[src/rtl/modreg_pkg.sv]
// Shared constants and types for the standard register responder.
// Assumes a 16-bit register address space with the reserved block at the top.
package modreg_pkg;
    localparam int ADDR_W = 16;

    localparam logic [ADDR_W-1:0] ADR_VERSION = 16'hFFFF;
    localparam logic [ADDR_W-1:0] ADR_IDENT   = 16'hFFFE;
    localparam logic [ADDR_W-1:0] ADR_STATUS  = 16'hFFFD;
    localparam logic [ADDR_W-1:0] ADR_SEQ     = 16'hFFF0;

    typedef enum logic [2:0] {
        ACC_LOCAL   = 3'd0,
        ACC_SEQ     = 3'd1,
        ACC_STATUS  = 3'd2,
        ACC_IDENT   = 3'd3,
        ACC_VERSION = 3'd4,
        ACC_RSVD    = 3'd5
    } acc_kind_t;
endpackage

[src/rtl/modreg_decode.sv]
// Address and select decode. Purely combinational.
// Assumes bus_stb is high for one cycle per access.
module modreg_decode
    import modreg_pkg::*;
#(
    parameter int SEL_W   = 8,
    parameter int SEL_BIT = 1
) (
    input  logic [SEL_W-1:0]  sel,
    input  logic [ADDR_W-1:0] addr,
    input  logic              stb,
    output logic              hit,
    output logic              all_sel,
    output acc_kind_t         kind
);
    // Own-bit qualification and the all-ones test for global actions
    always_comb begin
        hit     = stb & sel[SEL_BIT];
        all_sel = &sel;
    end

    // Classify the address into the reserved register it selects
    always_comb begin
        if (addr < ADR_SEQ)              kind = ACC_LOCAL;
        else if (addr == ADR_SEQ)        kind = ACC_SEQ;
        else if (addr == ADR_STATUS)     kind = ACC_STATUS;
        else if (addr == ADR_IDENT)      kind = ACC_IDENT;
        else if (addr == ADR_VERSION)    kind = ACC_VERSION;
        else                             kind = ACC_RSVD;
    end
endmodule

[src/rtl/modreg_seqstate.sv]
// Sequencer state register: the lower half is held as mode bits and the
// upper half is issued as strobes that last exactly one clock cycle.
// Assumes DATA_W is even.
module modreg_seqstate #(
    parameter int DATA_W = 32,
    localparam int HALF  = DATA_W / 2
) (
    input  logic              clk,
    input  logic              rst_n,
    input  logic              wr_en,
    input  logic [DATA_W-1:0] wdata,
    output logic [HALF-1:0]   strobes,
    output logic [HALF-1:0]   mode
);
    // Latch static mode bits on each sequencer write
    always_ff @(posedge clk) begin
        if (!rst_n)     mode <= '0;
        else if (wr_en) mode <= wdata[HALF-1:0];
    end

    // Event strobes self-clear one cycle after a write
    always_ff @(posedge clk) begin
        if (!rst_n)     strobes <= '0;
        else if (wr_en) strobes <= wdata[DATA_W-1:HALF];
        else            strobes <= '0;
    end
endmodule

[src/rtl/modreg_pulses.sv]
// Registered one-cycle control pulses for module reset, system reset and
// warm reboot. The write data never reaches this logic.
// Assumes the write requests are one cycle wide.
module modreg_pulses (
    input  logic clk,
    input  logic rst_n,
    input  logic wr_reset,
    input  logic wr_reboot,
    input  logic all_sel,
    output logic mod_reset,
    output logic sys_reset,
    output logic sys_reboot
);
    // Register each request so every pulse leaves the block from a flop
    always_ff @(posedge clk) begin
        if (!rst_n) begin
            mod_reset  <= 1'b0;
            sys_reset  <= 1'b0;
            sys_reboot <= 1'b0;
        end else begin
            mod_reset  <= wr_reset;
            sys_reset  <= wr_reset & all_sel;
            sys_reboot <= wr_reboot & all_sel;
        end
    end
endmodule

[src/rtl/modreg_responder.sv]
// Standard register responder for one firmware module. It decodes the
// reserved top-of-map registers, forwards lower addresses to a local port,
// and acknowledges every selected access one cycle after its strobe.
// Assumes one-cycle strobes and a local port that returns read data
// combinationally in the strobe cycle.
module modreg_responder
    import modreg_pkg::*;
#(
    parameter int SEL_W     = 8,
    parameter int DATA_W    = 32,
    parameter int SEL_BIT   = 1,
    parameter int MODULE_ID = 202,
    parameter int CODE_VER  = 315,
    localparam int HALF     = DATA_W / 2
) (
    input  logic              clk,
    input  logic              rst_n,
    input  logic [SEL_W-1:0]  bus_sel,
    input  logic [ADDR_W-1:0] bus_addr,
    input  logic              bus_we,
    input  logic [DATA_W-1:0] bus_wdata,
    input  logic              bus_stb,
    output logic [DATA_W-1:0] bus_rdata,
    output logic              bus_ack,
    input  logic [DATA_W-1:0] mod_status,
    output logic              loc_stb,
    output logic              loc_we,
    output logic [ADDR_W-1:0] loc_addr,
    output logic [DATA_W-1:0] loc_wdata,
    input  logic [DATA_W-1:0] loc_rdata,
    output logic              mod_reset_pulse,
    output logic              sys_reset_req,
    output logic              sys_reboot_req,
    output logic [HALF-1:0]   seq_strobes,
    output logic [HALF-1:0]   seq_mode
);
    logic      hit;
    logic      all_sel;
    acc_kind_t kind;
    logic      wr_seq;
    logic      wr_reset;
    logic      wr_reboot;
    logic [DATA_W-1:0] rd_mux;

    modreg_decode #(
        .SEL_W   (SEL_W),
        .SEL_BIT (SEL_BIT)
    ) u_decode (
        .sel     (bus_sel),
        .addr    (bus_addr),
        .stb     (bus_stb),
        .hit     (hit),
        .all_sel (all_sel),
        .kind    (kind)
    );

    // Write qualifiers for the reserved registers
    always_comb begin
        wr_seq    = hit & bus_we & (kind == ACC_SEQ);
        wr_reset  = hit & bus_we & (kind == ACC_IDENT);
        wr_reboot = hit & bus_we & (kind == ACC_VERSION);
    end

    // Local port pass-through for addresses below the reserved block
    always_comb begin
        loc_stb   = hit & (kind == ACC_LOCAL);
        loc_we    = loc_stb & bus_we;
        loc_addr  = loc_stb ? bus_addr  : '0;
        loc_wdata = loc_stb ? bus_wdata : '0;
    end

    // Read data selection by register kind
    always_comb begin
        unique case (kind)
            ACC_LOCAL:   rd_mux = loc_rdata;
            ACC_SEQ:     rd_mux = {{(DATA_W-HALF){1'b0}}, seq_mode};
            ACC_STATUS:  rd_mux = mod_status;
            ACC_IDENT:   rd_mux = DATA_W'(MODULE_ID);
            ACC_VERSION: rd_mux = DATA_W'(CODE_VER);
            default:     rd_mux = '0;
        endcase
    end

    // Acknowledge and read data register, one cycle after the strobe
    always_ff @(posedge clk) begin
        if (!rst_n) begin
            bus_ack   <= 1'b0;
            bus_rdata <= '0;
        end else begin
            bus_ack   <= hit;
            bus_rdata <= (hit && !bus_we) ? rd_mux : '0;
        end
    end

    modreg_seqstate #(
        .DATA_W (DATA_W)
    ) u_seq (
        .clk     (clk),
        .rst_n   (rst_n),
        .wr_en   (wr_seq),
        .wdata   (bus_wdata),
        .strobes (seq_strobes),
        .mode    (seq_mode)
    );

    modreg_pulses u_pulses (
        .clk        (clk),
        .rst_n      (rst_n),
        .wr_reset   (wr_reset),
        .wr_reboot  (wr_reboot),
        .all_sel    (all_sel),
        .mod_reset  (mod_reset_pulse),
        .sys_reset  (sys_reset_req),
        .sys_reboot (sys_reboot_req)
    );
endmodule

[config.mk]
export PLATFORM = sky130hd
export DESIGN_NAME = modreg_responder
export DESIGN_NICKNAME = d
export VERILOG_FILES = /design/src/rtl/modreg_pkg.sv /design/src/rtl/modreg_decode.sv /design/src/rtl/modreg_seqstate.sv /design/src/rtl/modreg_pulses.sv /design/src/rtl/modreg_responder.sv
export SDC_FILE = /design/constraint.sdc
export NUM_CORES = 1
export LEC_CHECK = 0
export ABC_AREA = 0
export BUFFER_PORTS_ARGS = -buffer_cell sky130_fd_sc_hd__buf_2
export CAP_MARGIN = 20
export CORE_AREA = 2 2 93 95
export CTS_CLUSTER_DIAMETER = 150
export CTS_CLUSTER_SIZE = 16
export DETAILED_ROUTE_END_ITERATION = 16
export DIE_AREA = 0 0 95 97
export PLACE_DENSITY = 0.85
export SLEW_MARGIN = 10
export SYNTH_ARGS = -nofsm -noshare
export SYNTH_HDL_FRONTEND = slang
export SYNTH_SLANG_ARGS = --single-unit
[constraint.sdc]
create_clock -name clk -period 2 [get_ports clk]
set_clock_uncertainty 0.1 [all_clocks]
set_input_delay 0.1 -clock clk [delete_from_list [all_inputs] [get_ports clk]]
set_output_delay 0.1 -clock clk [all_outputs]
set_load 0.05 [all_outputs]
==> impl_metrics.toml <==
[worst_hold_path]
worst_hold_path_type = "in2reg"
min-delay-start = "bus_sel[1]"

[cts]
clk_pin_slew_ps = 70
h-tree-depth = 3
post_cts_buffers = 0
cts_tree = "yes"
cts_root_buf = "clkbuf_8"
clock_latency_ps = 330
cts.sinks = 68
clockBufferDepth = 2
cts_buffers = 9

[route]
drt_iter0_drc = 193
vias_per_cell = 5.04
drc = 0
dr_total_vias = 3929
ant_nets = 0
dr.pass1.iters = 5
wl_per_cell_um = 16.8
drt-total-wl_mm = 13.1

[power_and_ir_drop]
internal_power_mw = 2.22
swShare_pct = 28.5
pwr-share-comb_pct = 21.0
power-per-cell-area_nw_per_um2 = 570
power_switching_mw = 0.887
max-vdd-ir-drop_v = 0.000377
seqPwrFrac_pct = 44.0
p_leak_nw = 2.75
p_clk_share_pct = 35.0

[logic_synthesis]
ys_warn_count = 0
synth_seq_cells = 68
synth-seq-area-share_pct = 46.3
syn_nets = 457
syn_area_per_cell_um2 = 8.83
synth_cell_types = 32
synth_area_um2 = 2940
synthCells = 333

[placement]
hpwlAfterDp_mm = 8.22
place_ws_ps = 243
port_buffers = 241
gp_congestion = 0.809

[floorplanning]
initial_utilization_pct = 36.2
core_area_um2 = 8130
die_y_um = 97
num_rows = 33
io_pins = 242
dieArea_um2 = 9220
die_x_um = 95

[layout]
final_cell_mix = "buf_2 (237), dlygate4sd3_1 (98), dfxtp_1 (68), and2_1 (65), nand2_1 (50)"
final_common_cell = "buf_2"
drive_gt1_share_pct = 41.9
n_antenna_cell = 0
nets = 794
area_growth_pct = 85.4

[global_route]
grt_pass1_wl_mm = 19.5
grt_usage_pct = 27.4
grt_max_degree = 50
overflow = 0
antenna_found_initial = 0
first_global_vias = 3972

[setup_path]
startpoint = "bus_stb"
crit_path_cell_trace = "dlygate4sd3_1 > buf_2 > nand2_1 > nor2_2 > buf_12 > and2_1 > buf_2"
critPathMostFrequentCell = "buf_2"
cp_data_required_time_ps = 1800
critPathArrivalTime_ps = 1720
critPathTopFamily = "buffers and inverters"
critical_path_class = "in2out"
endpoint_kind = "output pin"
max_stage_delay_ps = 520
critPathLaunchType = "input port"
critPathMaxFanout = 49
crit_slowest_cell = "dlygate4sd3_1"
reg2reg_from = "u_seq.mode[6]"
cp_num_buf_inv = 4

[sta]
fin_crit_ps = 1920
setup_ws_ps = 75.5
setup_tns_ps = 0
min_period_over_period_pct = 96.2
slew_headroom_pct = 57.3
hold_viol = 0
fmax_mhz = 520
finalSetupViolCount = 0
grt_setup_unrepaired = "no"
slew_violations = 0
worst_pin_slew_ps = 641

[flow_run]
cap_viol_max_count = 0

[outcome]
status = "finished, final reports clean"
## per-layer routing
layer	part of all wire (%)	up-vias	global-route usage, %
met3	7.9	45	7.09
li1	-	1835	-
met1	38	1815	29.2
met5	0	-	0
met2	51	234	50.0
met4	3.5	0	11.5
## worst paths after layout
check	slack [ps]	depth (start not counted)	endpoint
min	30	2	bus_ack
min reg2reg	370	2	u_seq.mode[5]
max reg2reg	370	4	bus_rdata[6]
max	80	7	loc_wdata[24]
## layout make-up
type | count | area, um2
flip-flops and latches | 68 | 1360
repair buffers | 348 | 2290
inverters | 2 | 7.51
well taps | 105 | 131
multi-input cells | 241 | 1480
clock buffers | 11 | 131
fillers | 609 | 2680
clock inverters | 5 | 52.6
## synth_stat cells
cell        n  area, um2
a211oi_1    2       15.0
a21o_1      6       45.0
a21oi_1     7       35.0
a22oi_1    16        120
a2bb2oi_1   1       8.76
a2bb2oi_2  10        150
a31oi_1    14       87.6
and2_1     65        407
and3_1      2       12.5
and4_1      4       35.0
and4b_1     1       10.0
buf_2       4       20.0
buf_6       2       22.5
clkbuf_1   15       56.3
clkbuf_2    1       5.00
dfxtp_1    68       1360
inv_1       2       7.51
nand2_1    50        188
nand3_1    16       80.1
nand4_1     6       37.5
nand4_2     1       12.5
nor2_1     20       75.1
nor2_2      1       6.26
nor2_4      1       11.3
nor3_1      3       15.0
nor4_1      3       18.8
nor4_4      1       21.3
o211ai_1    2       15.0
o21ai_0     5       25.0
or2_1       1       6.26
or4_4       1       11.3
or4b_2      2       20.0
## timing repair
item,in CTS,in global routing
gates resized for setup,0,6
hold endpoints to repair,66,0
endpoints found under the setup margin,0,11
hold buffers,98,0
## power by group through the flow
stage	Clock (mW)	Combinational (mW)	Sequential, mW
3_3_place_gp	0	0.489	1.40
3_5_place_dp	0	0.497	1.40
5_1_grt	1.17	0.688	1.37
2_1_floorplan	0	0.244	1.44
6_report	1.09	0.654	1.37
4_1_cts	1.11	0.631	1.37
## worst reg2reg max path, cell delays in order, from the launching register on
cell and delay (ps):
dfxtp_1 370, or4b_2 600, a21oi_1 280, a211oi_1 90, nor3_1 120
## through the flow
step | hold WS [ps] | util (%) | instances | power [mW] | cell area, um2
2_1_floorplan | 122 | - | 333 | 1.68 | 2940
3_3_place_gp | 211 | 52.6 | 666 | 1.89 | 4280
3_5_place_dp | 217 | 52.6 | 666 | 1.90 | 4280
4_1_cts | 10.1 | 66.9 | 780 | 3.11 | 5440
5_1_grt | 24.7 | 67.1 | 780 | 3.23 | 5450
6_report | 31.7 | 67.1 | 780 | 3.11 | 5450
## flip-flops by register name (all words and copies together) (netlist names)
name,cells
u_seq.mode,16
bus_rdata,32
u_pulses.sys_reboot,1
bus_ack,1
u_seq.strobes,16
u_pulses.mod_reset,1
u_pulses.sys_reset,1
## cell families (layout without fill, tap and decap cells)
group / after synthesis / count (layout) / share of synthesized area [%]
buf+inv: 24 / 366 / 3.79
flops: 68 / 68 / 46.3
compound gates: 63 / 63 / 17.1
simple gates: 178 / 178 / 32.9
(Power assumes the default switching activity.)
